[config.mk]
export PLATFORM = sky130hd
export DESIGN_NAME = fp_tricmp
export DESIGN_NICKNAME = d
export VERILOG_FILES = /design/src/rtl/fp_tricmp_pkg.sv /design/src/rtl/fp_classify.sv /design/src/rtl/fp_order.sv /design/src/rtl/int_order.sv /design/src/rtl/fp_tricmp.sv
export SDC_FILE = /design/constraint.sdc
export NUM_CORES = 1
export LEC_CHECK = 0
export ABC_AREA = 1
export BUFFER_PORTS_ARGS = -buffer_cell sky130_fd_sc_hd__buf_2
export CAP_MARGIN = 20
export CORE_MARGIN = 3
export CORE_UTILIZATION = 44
export DETAILED_ROUTE_END_ITERATION = 10
export PLACE_DENSITY = 0.8
export SLEW_MARGIN = 20
export SYNTH_ARGS = -nofsm -noshare
export SYNTH_HDL_FRONTEND = slang
export SYNTH_SLANG_ARGS = --single-unit
[constraint.sdc]
create_clock -name clk_i -period 1.1 [get_ports clk_i]
set_clock_uncertainty 0.1 [all_clocks]
set_input_delay 0.055 -clock clk_i [delete_from_list [all_inputs] [get_ports clk_i]]
set_output_delay 0.055 -clock clk_i [all_outputs]
set_load 0.01 [all_outputs]
[src/rtl/fp_tricmp_pkg.sv]
package fp_tricmp_pkg;

   typedef enum logic [1:0] {
      ORD_LT = 2'b00,
      ORD_EQ = 2'b01,
      ORD_GT = 2'b10,
      ORD_UN = 2'b11
   } order_e;

   localparam logic [1:0] MODE_SP = 2'b00;
   localparam logic [1:0] MODE_DP = 2'b01;

endpackage

[src/rtl/fp_classify.sv]
module fp_classify #(
   parameter int EXP_W = 8,
   parameter int MAN_W = 23,
   localparam int FULL_W = 1 + EXP_W + MAN_W,
   localparam int MAG_W  = EXP_W + MAN_W
) (
   input  logic [FULL_W-1:0] val_i,
   output logic              nan_o,
   output logic              zero_o,
   output logic              sign_o,
   output logic [MAG_W-1:0]  mag_o
);

   if (EXP_W < 2 || MAN_W < 1) begin : g_bad_fmt
      $error("fp_classify: exponent or fraction width too small");
   end

   logic [EXP_W-1:0] expo;
   logic [MAN_W-1:0] frac;

   assign sign_o = val_i[FULL_W-1];
   assign expo   = val_i[MAG_W-1:MAN_W];
   assign frac   = val_i[MAN_W-1:0];
   assign mag_o  = val_i[MAG_W-1:0];
   assign nan_o  = (&expo) && (|frac);
   assign zero_o = ~|val_i[MAG_W-1:0];

endmodule

[src/rtl/fp_order.sv]
module fp_order
   import fp_tricmp_pkg::*;
#(
   parameter int EXP_W = 8,
   parameter int MAN_W = 23,
   localparam int FULL_W = 1 + EXP_W + MAN_W,
   localparam int MAG_W  = EXP_W + MAN_W
) (
   input  logic [FULL_W-1:0] a_i,
   input  logic [FULL_W-1:0] b_i,
   output order_e            ord_o
);

   logic             a_nan, a_zero, a_sign;
   logic             b_nan, b_zero, b_sign;
   logic [MAG_W-1:0] a_mag, b_mag;

   fp_classify #(.EXP_W(EXP_W), .MAN_W(MAN_W)) u_cls_a (
      .val_i (a_i),
      .nan_o (a_nan),
      .zero_o(a_zero),
      .sign_o(a_sign),
      .mag_o (a_mag)
   );

   fp_classify #(.EXP_W(EXP_W), .MAN_W(MAN_W)) u_cls_b (
      .val_i (b_i),
      .nan_o (b_nan),
      .zero_o(b_zero),
      .sign_o(b_sign),
      .mag_o (b_mag)
   );

   // Sign-magnitude ordering: magnitudes order directly with the exponent
   // on top, and for two negatives the sense is reversed.
   always_comb begin
      if (a_nan || b_nan) begin
         ord_o = ORD_UN;
      end else if (a_zero && b_zero) begin
         ord_o = ORD_EQ;
      end else if (a_sign != b_sign) begin
         ord_o = a_sign ? ORD_LT : ORD_GT;
      end else if (a_mag == b_mag) begin
         ord_o = ORD_EQ;
      end else if ((a_mag < b_mag) ^ a_sign) begin
         ord_o = ORD_LT;
      end else begin
         ord_o = ORD_GT;
      end
   end

endmodule

[src/rtl/int_order.sv]
module int_order
   import fp_tricmp_pkg::*;
#(
   parameter int W = 64
) (
   input  logic [W-1:0] a_i,
   input  logic [W-1:0] b_i,
   output order_e       ord_o
);

   if (W < 2) begin : g_bad_w
      $error("int_order: width too small");
   end

   always_comb begin
      if (a_i == b_i) begin
         ord_o = ORD_EQ;
      end else if ($signed(a_i) < $signed(b_i)) begin
         ord_o = ORD_LT;
      end else begin
         ord_o = ORD_GT;
      end
   end

endmodule

[src/rtl/fp_tricmp.sv]
module fp_tricmp
   import fp_tricmp_pkg::*;
#(
   parameter int DATA_W   = 64,
   parameter int RES_W    = 32,
   parameter int SP_EXP_W = 8,
   parameter int SP_MAN_W = 23,
   parameter int DP_EXP_W = 11,
   parameter int DP_MAN_W = 52
) (
   input  logic              clk_i,
   input  logic              rst_ni,
   input  logic              in_valid_i,
   input  logic [1:0]        mode_i,
   input  logic              bias_hi_i,
   input  logic [DATA_W-1:0] opa_i,
   input  logic [DATA_W-1:0] opb_i,
   output logic              out_valid_o,
   output logic [RES_W-1:0]  result_o
);

   localparam int NUM_FP = 2;
   localparam int SP_W   = 1 + SP_EXP_W + SP_MAN_W;
   localparam int DP_W   = 1 + DP_EXP_W + DP_MAN_W;

   if (DATA_W < DP_W || DATA_W < SP_W) begin : g_bad_data
      $error("fp_tricmp: operand width narrower than a float format");
   end
   if (RES_W < 2) begin : g_bad_res
      $error("fp_tricmp: result width cannot hold -1 and +1");
   end

   order_e [NUM_FP-1:0] fp_ord;
   order_e              int_ord;
   order_e              cur_ord;

   // Float lanes: lane 0 single, lane 1 double, each reading the low bits.
   for (genvar g = 0; g < NUM_FP; g++) begin : g_fp
      localparam int EW = (g == 0) ? SP_EXP_W : DP_EXP_W;
      localparam int MW = (g == 0) ? SP_MAN_W : DP_MAN_W;
      fp_order #(.EXP_W(EW), .MAN_W(MW)) u_lane (
         .a_i  (opa_i[EW+MW:0]),
         .b_i  (opb_i[EW+MW:0]),
         .ord_o(fp_ord[g])
      );
   end

   int_order #(.W(DATA_W)) u_int (
      .a_i  (opa_i),
      .b_i  (opb_i),
      .ord_o(int_ord)
   );

   always_comb begin
      if (mode_i[1]) begin
         cur_ord = int_ord;
      end else if (mode_i == MODE_DP) begin
         cur_ord = fp_ord[1];
      end else begin
         cur_ord = fp_ord[0];
      end
   end

   function automatic logic [RES_W-1:0] encode(order_e ord, logic hi);
      logic [RES_W-1:0] plus_one;
      plus_one = '0;
      plus_one[0] = 1'b1;
      case (ord)
         ORD_LT:  encode = '1;
         ORD_EQ:  encode = '0;
         ORD_GT:  encode = plus_one;
         default: encode = hi ? plus_one : '1;
      endcase
   endfunction

   always_ff @(posedge clk_i or negedge rst_ni) begin
      if (!rst_ni) begin
         out_valid_o <= 1'b0;
         result_o    <= '0;
      end else begin
         out_valid_o <= in_valid_i;
         if (in_valid_i) begin
            result_o <= encode(cur_ord, bias_hi_i);
         end
      end
   end

   assert_valid_rise_R9: assert property (@(posedge clk_i) disable iff (!rst_ni)
      in_valid_i |=> out_valid_o);

   assert_valid_idle_R9: assert property (@(posedge clk_i) disable iff (!rst_ni)
      !in_valid_i |=> !out_valid_o);

   assert_hold_R11: assert property (@(posedge clk_i) disable iff (!rst_ni)
      !in_valid_i |=> $stable(result_o));

   assert_legal_value_R3: assert property (@(posedge clk_i) disable iff (!rst_ni)
      out_valid_o |-> (result_o == '0 || result_o == '1 ||
                       result_o == {{(RES_W-1){1'b0}}, 1'b1}));

   assert_nan_high_R4: assert property (@(posedge clk_i) disable iff (!rst_ni)
      (in_valid_i && !mode_i[1] && cur_ord == ORD_UN && bias_hi_i)
         |=> result_o == {{(RES_W-1){1'b0}}, 1'b1});

   assert_nan_low_R5: assert property (@(posedge clk_i) disable iff (!rst_ni)
      (in_valid_i && !mode_i[1] && cur_ord == ORD_UN && !bias_hi_i)
         |=> result_o == '1);

   assert_int_ordered_R8: assert property (@(posedge clk_i) disable iff (!rst_ni)
      (in_valid_i && mode_i[1]) |-> cur_ord != ORD_UN);

endmodule

Word-level counts from Yosys, hierarchy flattened
Index checks and enable logic that the tools add are counted.
{"block": "totals", "input_bits": 134, "register_bits": 33, "elab_cells": 58, "output_inout_bits": 33}
{"block": "classes", "bitwise_logic": 2, "n_mux": 18, "eq_ne": 8, "reduce_logical": 25, "order_cmp": 3}
{"cell": "63-bit OR reduction", "count": 2}
{"cell": "52-bit OR reduction", "count": 2}
{"cell": "32-bit case mux with 3 select lines", "count": 1}
{"cell": "64-bit equality test", "count": 1}
{"cell": "64-bit less-than comparator", "count": 1}
{"cell": "63-bit equality test", "count": 1}
{"cell": "63-bit less-than comparator", "count": 1}
{"cell": "31-bit OR reduction", "count": 2}
{"cell": "23-bit OR reduction", "count": 2}
{"cell": "2-bit 2-to-1 mux", "count": 16}
{"cell": "32-bit 2-to-1 mux", "count": 1}
{"cell": "31-bit equality test", "count": 1}
{"cell": "31-bit less-than comparator", "count": 1}
{"cell": "11-bit AND reduction", "count": 2}
{"cell": "8-bit AND reduction", "count": 2}
{"cell": "1-bit logical AND", "count": 6}
{"cell": "2-bit by 1-bit equality test with 1-bit output (second input constant)", "count": 2}
{"cell": "1-bit zero test", "count": 4}
{"cell": "2-bit equality test (second input constant)", "count": 1}
{"cell": "2-bit zero test", "count": 1}
{"cell": "1-bit logical OR", "count": 2}
{"cell": "1-bit inequality test", "count": 2}
{"cell": "1-bit bitwise XOR", "count": 2}

Depth between registers and ports, before layout
Gate-level depths: netlist of run 1.
{"block": "logic_depth", "ltp_word": 11, "mapped_depth": 23, "mapped_depth_nobuf": 23}

Modules after synthesis
Synthesis of run 1 repeated with hierarchy kept, for this count alone.
{"block": "hier_totals", "cells_unflattened": 1270, "hier_area_um2": 7422.1}
{"module": "fp_order at g_fp[1].u_lane", "seq_area_each_um2": 0.0, "area_per_inst_um2": 1881.8, "cells_each": 325, "n_inst": 1}
{"module": "int_order", "seq_area_each_um2": 0.0, "area_per_inst_um2": 1828.0, "cells_each": 310, "n_inst": 1}
{"module": "fp_classify at g_fp[1].u_lane.u_cls_a ...", "seq_area_each_um2": 0.0, "area_per_inst_um2": 744.5, "cells_each": 128, "n_inst": 2}
{"module": "fp_order at g_fp[0].u_lane", "seq_area_each_um2": 0.0, "area_per_inst_um2": 979.7, "cells_each": 172, "n_inst": 1}
{"module": "fp_classify at g_fp[0].u_lane.u_cls_a ...", "seq_area_each_um2": 0.0, "area_per_inst_um2": 397.9, "cells_each": 69, "n_inst": 2}
{"module": "fp_tricmp", "seq_area_each_um2": 75.1, "area_per_inst_um2": 447.9, "cells_each": 69, "n_inst": 1}

Worst setup path after synthesis of run 1
No wires, ideal clock.
{"block": "synth_timing", "kind": "input -> register", "start": "in opb_i[22]", "end": "reg result_o[30]", "path_slack_ns": -0.646, "path_stages": 18, "arrival_ns": 1.579, "cell_sequence": "inv_1 ha_1 a21o_1 nor2_1 nand2_1 a21oi_2 nand2_2 nand2_2 nand2_1 nand2_1 nand3_1 nand2_1 inv_1 nand2_1 nand2_1 a21oi_1 nand2_1 nand2_1"}
{"block": "synth_via", "elab_chain_cells": 11, "word_cells_on_any_way": 38, "classes_between": "order compare (3); eq/ne (5); mux (15); bitwise (2); reduce/logical (13)"}
{"element": "start: declaration", "line_no": "fp_tricmp.sv:17", "source": "input logic [DATA_W-1:0] opb_i,"}
{"element": "63-bit less-than comparator or 31-bit less-than comparator (tied branches)", "line_no": "fp_order.sv:45", "source": "end else if ((a_mag < b_mag) ^ a_sign) begin"}
{"element": "1-bit bitwise XOR", "line_no": "fp_order.sv:45"}
{"element": "2-bit 2-to-1 mux", "line_no": "fp_order.sv:45"}
{"element": "2-bit 2-to-1 mux", "line_no": "fp_order.sv:43", "source": "end else if (a_mag == b_mag) begin"}
{"element": "2-bit 2-to-1 mux", "line_no": "fp_order.sv:41", "source": "end else if (a_sign != b_sign) begin"}
{"element": "2-bit 2-to-1 mux", "line_no": "fp_order.sv:39", "source": "end else if (a_zero && b_zero) begin"}
{"element": "2-bit 2-to-1 mux", "line_no": "fp_order.sv:37", "source": "if (a_nan || b_nan) begin"}
{"element": "2-bit 2-to-1 mux", "line_no": "fp_tricmp.sv:57", "source": "end else if (mode_i == MODE_DP) begin"}
{"element": "2-bit 2-to-1 mux (*)", "line_no": "fp_tricmp.sv:55", "source": "if (mode_i[1]) begin"}
{"element": "2-bit equality test (tied with other cells)", "line_no": "fp_tricmp.sv:68", "source": "case (ord)"}
{"element": "32-bit case mux with 3 select lines (*)", "line_no": "fp_tricmp.sv:68"}
{"element": "end signal: assignment", "line_no": "fp_tricmp.sv:83", "source": "result_o <= encode(cur_ord, bias_hi_i);"}
{"element": "end: declaration", "line_no": "fp_tricmp.sv:19", "source": "output logic [RES_W-1:0] result_o"}
Every way passes the cells marked *; elsewhere a longest branch is shown, timed or not.
A chain may end at the register's enable or synchronous reset.

Worst setup path in the final report of run 1
{"block": "layout_timing", "start": "in opb_i[27]", "end": "reg result_o[30]"}
The elaborated chain is that of the path after synthesis.

==> metrics, run 1 <==
# IOs=between 150 and 200; xor/xnor cell area share of the yosys netlist=0%; Final Core Density=roughly 77%; top achievable clock speed=0.551 GHz; final setup fails=2; Crit path max-delay family=simple AND/OR/NAND/NOR gates; share of synthesized area occupied by flip-flops and latches=2.19%; height of the die=roughly 94 um; Hold Vio Cnt, Final=0; max-capacitance violation count=0; ratio of cells with drive above 1 in the final layout=between 40% and 50%; pin count of the biggest net entering global routing=32; crit-path most repeated cell=nand2_1; number of antenna violations at the first check in global routing=0; CTS Sinks=3; DRC violation count after routing=0; Post-DRT Antenna Nets=0; global placer's final weighted congestion=0.920; clk_lat worst skew=~0.21 ns; Comb pwr share=84.7%; detail-routed via count per cell=a little over 5; Diodes inserted=0; failing checks=setup timing; area of the placeable core=between 0.007 and 0.008 mm^2; worst stage delay on the critical path=roughly 0.27 ns; category of the worst setup path capture point=flop; compound-cell area share of the yosys netlist=about an eighth; data arrival time of the critical path=approximately 1.9 ns; Yosys warnings=0; footprint of the multi-input gates=0.00336 mm^2; number of buffers created by CTS=3; slowest CP cell=ha_4; critical path launch point type=input port; overall fraction of global-route tracks in use=about 26%; layout filler cell count=~570; Register-to-Register Setup Slack=0.36 ns; net switching power=1360 uW; fin nets=about 1100; DR WL/cell=between 10 and 15 um; width of the die=roughly 94 um; initial cell density of the core=46.2%; number of distinct library cells after synthesis=31; Post-Synthesis Cells=around 620; buffer depth of the longest clock path=2; H-tree Lvls=1; drt first pass iters=6; Setup TNS=-1.41 ns; shortest period the worst path allows=about 1.8 ns; simple-gate portion of the synthesized area=42.3%; critical setup path kind=input port to flop; clock edge transition at the registers on the reported setup and hold paths=0.03 ns; Total Die Area=between 0.008 and 0.009 mm^2; final worst-path setup slack=-0.713 ns; run status=complete, but fails checks; relative contribution of the clock network to total power=approximately 11%; count of vias placed by the detailed router=4862; peak fanout along the critical path=3; worst-path cell chain=buf_2 > inv_2 > ha_4 > nand2_4 > nor2_4 > inv_2 > nor3_2 > nand3_2 > nor2_4 > nand2_1 > nand2_1 > nor2_1 > nand3_1 > nand2_1 > a21oi_2 > nand2_1 > nand2_1 > nand2_1 > nand2_1; RSZ-0062 raised after global routing=true; Power Density=~520 mW/mm^2; sw frac=between 40% and 50%; share of the clock period used by the worst path after layout=165%; proportion of synthesized area in mux cells=0%; worst setup path startpoint=opb_i[27]; first-pass GRT wire length=around 19000 um; path class of the lowest-slack min-delay path=input port to async pin; worst voltage drop across the vdd grid=roughly 0.00038 V; area grow syn2layout=66.0%; via count of the first global-routing pass=between 4000 and 5000; reg-to-reg critical path startpoint=result_o[30]; final wirelength=12500 um; count of state elements after synthesis=3; Post-Synthesis Mean Instance Area=5.50 um^2; post-synthesis instance area=~0.0034 mm^2; worst endpoint required time=1.15 ns; area of all sequential standard cells=roughly 75 um^2; Detail Placement HPWL=a little over 10000 um; proportion of power drawn by flip-flops and latches=4.5%; internal portion of total power=about 1600 uW; main combinational cell family by area after synthesis=simple AND/OR/NAND/NOR gates; Buf+Inv Stages, Crit Path=3; slew of the pin with the lowest slew margin=~0.28 ns; adder-cell share of the synthesized area=23.4%; site row count=31; clock tree root driver cell=clkbuf_8; overflow left after global routing=0; static leakage=approximately 0.003 uW; clock tree from TritonCTS=built; max-slew violation count=0; relative max-transition margin=81.3%; number of buffer cells added on primary ports=approximately 170; Iter 0 DRT Violations=~140; syn nets=between 800 and 900
[per-layer routing]
metal | track usage [%] | vias to the layer above | wire (um)
met3 | 2.88 | 32 | 924
met1 | 30.6 | 2171 | 4940
li1 | - | 2457 | -
met4 | 6.26 | 0 | 304
met2 | 48.8 | 202 | 6370
met5 | 0 | - | 0
[final timing paths]
kind,to,cells after the start
max in group asynchronous,result_o[0],2
worst max-delay path,result_o[30],19
worst min register to register,result_o[0],2
min in group clk_i,result_o[30],6
worst min-delay path,out_valid_o,2
worst max register to register,result_o[30],2
[placed cells by master (no fill, tap or decap), types with 3 or more instances in the layout]
| cell type | instances |
|---|---|
| nand3_2 | 7 |
| dfrtp_1 | 3 |
| buf_2 | 157 |
| o21ai_1 | 4 |
| o21ai_0 | 13 |
| nor2_2 | 5 |
| nand2_4 | 5 |
| a21oi_2 | 7 |
| a211oi_1 | 3 |
| nand4_1 | 30 |
| inv_2 | 26 |
| nor2_1 | 79 |
| nand2_1 | 139 |
| buf_4 | 87 |
| nand3_1 | 24 |
| ha_4 | 42 |
| o21bai_1 | 3 |
| inv_1 | 94 |
| clkbuf_8 | 3 |
| a21oi_1 | 39 |
| ha_1 | 22 |
| nor3_1 | 8 |
| nor2_4 | 5 |
| nand2_2 | 14 |
| buf_6 | 9 |
[synth_stat cells]
cell	number	area share, %
a41oi_1	1	0.26
o21ai_0	16	2.3
nor3b_1	1	0.22
buf_4	30	6.6
nand2_1	154	17
nor2_1	85	9.3
o21bai_1	3	0.66
nor2_2	3	0.55
nand3b_1	1	0.22
inv_2	2	0.22
o21ai_1	1	0.15
nand3_1	28	4.1
inv_1	121	13
a21boi_0	1	0.22
nand2_2	4	0.73
a31oi_1	1	0.18
a21oi_1	44	6.4
or2_2	1	0.18
a211oi_1	3	0.66
and3_1	1	0.18
nor2_4	1	0.33
nor3_2	4	1.2
a21o_1	2	0.44
nor3_1	8	1.2
nand3_2	4	1.2
a21oi_2	3	0.77
nor4_1	2	0.37
dfrtp_1	3	2.2
or3b_1	1	0.26
ha_1	64	23
nand4_1	30	5.5
[power by group through the flow]
stage               combinational (uW)  clock (uW)  sequential (uW)
floorplan                         1340           0              170
global placement                  2070           0              129
detailed placement                2120           0              130
CTS                               2280         327              130
global route                      2760         336              133
finish                            2480         317              132
[worst reg2reg max path: cells and delay by family (launching register included)]
| kind | cells | cell delay [ns] |
|---|---|---|
| and+or+nand+nor | 2 | 0.13 |
| DFF | 1 | 0.40 |
[flip-flops by register name (all words and copies together) (netlist names)]
register and count:
out_valid_o 1, result_o 2
[final cells by class]
cell class,instances,area share [%]
inverters,123,8.51
well taps,99,2.18
repair buffers,257,28.0
multi-input cells,467,59.2
flip-flops and latches,3,1.32
clock buffers,4,0.792
[stage by stage]
step	area (um^2)	setup slack (ns)	power (uW)	cells	hold WS (ns)
floorplan	3730	-0.605	1510	623	-0.341
global placement	5080	-0.904	2200	940	-0.247
detailed placement	5080	-0.999	2250	940	-0.247
CTS	5410	-0.664	2740	952	0.0709
global route	5690	-0.871	3230	953	0.0841
finish	5690	-0.713	2930	953	0.0735
[what timing repair did]
item	in CTS	in global routing
buffers inserted	6	1
resized for setup	47	49
hold buffers	2	0
hold endpoints to repair	4	0
pin swaps	20	24
setup endpoints to repair	33	33
cloned	0	0
[kinds of logic (layout without fill, tap and decap cells)]
family | Yosys count | after routing
simple gates | 328 | 328
flops | 3 | 3
compound gates | 75 | 75
fa+ha+maj | 64 | 64
buf+inv | 153 | 384
No activity file was read; power rests on OpenSTA's default activity.
==> run 2, diff against run 1 <==
--- a/config.mk
+++ b/config.mk
@@ -7,11 +7,11 @@
 export LEC_CHECK = 0
 export ABC_AREA = 1
 export BUFFER_PORTS_ARGS = -buffer_cell sky130_fd_sc_hd__buf_2
-export CAP_MARGIN = 20
 export CORE_MARGIN = 3
 export CORE_UTILIZATION = 44
 export DETAILED_ROUTE_END_ITERATION = 10
 export PLACE_DENSITY = 0.8
+export RECOVER_POWER = 50
 export SLEW_MARGIN = 20
 export SYNTH_ARGS = -nofsm -noshare
 export SYNTH_HDL_FRONTEND = slang
==> run 2 against run 1 <==
The flow still finishes with violations (setup timing). Sequential share of layout area barely moved. Non-clock buffer count did not move. Wire length barely moved. Flip-flop and latch count did not move. Combinational power barely moved. Hold slack improved by 0.016 ns. Critical path type unchanged. Final area barely moved. Largest cell class unchanged.
==> metrics, run 2 (synthesis results as in run 1) <==
placed cell area=0.00508 mm^2; Post-DRT Antenna Nets=0; number of placed cells counting well taps=940; area grow syn2layout=66.0%; detail-routed via count per cell=between 5 and 6; ratio of cells with drive above 1 in the final layout=between 40 and 50%; internal portion of total power=1570 uW; Diodes inserted=0; static leakage=0.00301 uW; share of the clock period used by the worst path after layout=165%; overflow left after global routing=0; proportion of power drawn by flip-flops and latches=roughly 4.5%; Post-Layout Inst Area=between 0.005 and 0.006 mm^2; worst endpoint required time=between 1 and 1.5 ns; max-capacitance violation count=0; peak fanout along the critical path=3; drt first pass iters=6; global placer's final weighted congestion=approximately 0.9; final instance count without filler cells=between 900 and 1000; sw frac=46.4%; height of the die=between 90 and 100 um; Detail Placement HPWL=about 10000 um; area of the placeable core=between 0.007 and 0.008 mm^2; RSZ-0062 raised after global routing=true; clock tree root driver cell=clkbuf_8; count of vias placed by the detailed router=4873; Hold Vio Cnt, Final=0; H-tree Lvls=1; final wirelength=about 13000 um; buffer depth of the longest clock path=2; CTS Sinks=3; path class of the lowest-slack min-delay path=input port to async pin; net switching power=approximately 1400 uW; clock tree from TritonCTS=built; commonest non-fill, non-tap cells in the layout=156 x buf_2, 139 x nand2_1, 94 x inv_1; max reg flops=2; Setup TNS=-1.41 ns; Register-to-Register Setup Slack=about 0.36 ns; final setup fails=2; clk_lat worst skew=roughly 0.21 ns; relative contribution of the clock network to total power=10.8%; Worst Hold Slack=0.0891 ns; first-pass GRT wire length=~19000 um; most common cell after layout, fill and taps aside=buf_2; DRC violation count after routing=0; initial cell density of the core=between 40% and 50%; max-slew violation count=0; clock edge transition at the registers on the reported setup and hold paths=0.03 ns; Top Registers=result_o x2, out_valid_o x1; slew of the pin with the lowest slew margin=approximately 0.28 ns; final worst-path setup slack=-0.714 ns; pin count of the biggest net entering global routing=32; run status=complete, but fails checks; via count of the first global-routing pass=between 4000 and 5000; DR WL/cell=~13 um; Top reg by flops=result_o; number of buffer cells added on primary ports=166; critical setup path kind=input port to flop; critical path launch point type=input port; failing checks=setup timing; top achievable clock speed=roughly 0.55 GHz; worst voltage drop across the vdd grid=0.000377 V; Total Die Area=a little under 0.009 mm^2; total power of the final layout=2930 uW; category of the worst setup path capture point=flop; shortest period the worst path allows=between 1.5 and 2 ns; number of buffers created by CTS=3; site row count=31; width of the die=about 94 um; number of antenna violations at the first check in global routing=0; fin nets=1053; overall fraction of global-route tracks in use=25.8%; Iter 0 DRT Violations=between 100 and 150; relative max-transition margin=81.3%; # IOs=167; data arrival time of the critical path=1.86 ns; Comb pwr share=a little over four fifths; Power Density=516 mW/mm^2
==> run 2: cell count changes in the layout (fill, tap and decap cells not counted), sizes merged <==
cell    before  now
clkbuf       4    5
buf        255  254
==> run 2: metrics by stage <==
| stage | setup slack [ns] | utilization (%) |
|---|---|---|
| final | -0.714 | 76.8 |
| after global routing | -0.871 | 76.8 |
| after CTS | -0.664 | 73.0 |
| after detailed placement | -0.999 | 68.6 |
| after global placement | -0.904 | 68.6 |
| after floorplan | -0.605 | - |
==> run 2: critical path, stage by stage <==
cell and delay, ns:
buf_2 0.10, inv_2 0.05, ha_4 0.27, nand2_4 0.05, nor2_4 0.13, inv_2 0.04
nor3_2 0.15, nand3_2 0.13, nor2_4 0.16, nand2_1 0.06, nand2_1 0.06, nor2_1 0.05
nand3_1 0.07, nand2_1 0.07, a21oi_2 0.19, nand2_1 0.08, nand2_1 0.07, nand2_1 0.05
nand2_1 0.05
==> run 2: power by group through the flow <==
stage	combinational (uW)	sequential, uW	clock (uW)
after floorplan	1340	170	0
after global placement	2070	129	0
after detailed placement	2120	130	0
after CTS	2280	130	327
after global routing	2760	133	336
final	2480	132	317
==> run 2: what timing repair did <==
action                                 CTS  global route
setup endpoints to repair               33            33
buffers inserted                         6             1
resized for setup                       47            49
endpoints found under the hold margin    4             0
pin swaps                               20            24
hold buffers                             2             0
==> run 2: per-layer routing <==
metal | GRT usage (%) | vias up | share of wire [%]
li1 | - | 2457 | -
met1 | 30.6 | 2174 | 39
met2 | 48.8 | 208 | 51
met3 | 2.88 | 34 | 7.3
met4 | 6.26 | 0 | 2.5
met5 | 0 | - | 0
==> run 2: path summary, 6_finish.rpt <==
| path | start | endpoint | cells after the start |
|---|---|---|---|
| setup reg to reg | result_o[30] | result_o[30] | 2 |
| hold reg to reg | result_o[0] | result_o[0] | 2 |
| setup / recovery | opb_i[27] | result_o[30] | 19 |
| hold / removal | rst_ni | out_valid_o | 2 |
| min in group clk_i | bias_hi_i | result_o[30] | 6 |
| max in group asynchronous | rst_ni | result_o[0] | 2 |
==> run 2: cell type report <==
type / instances / area (um^2)
clock buffer: 4 / 45.0
fill: 567 / 1720
inverter: 123 / 484
multi-input combinational: 467 / 3360
sequential: 3 / 75.1
tap: 99 / 124
timing repair buffer: 257 / 1590
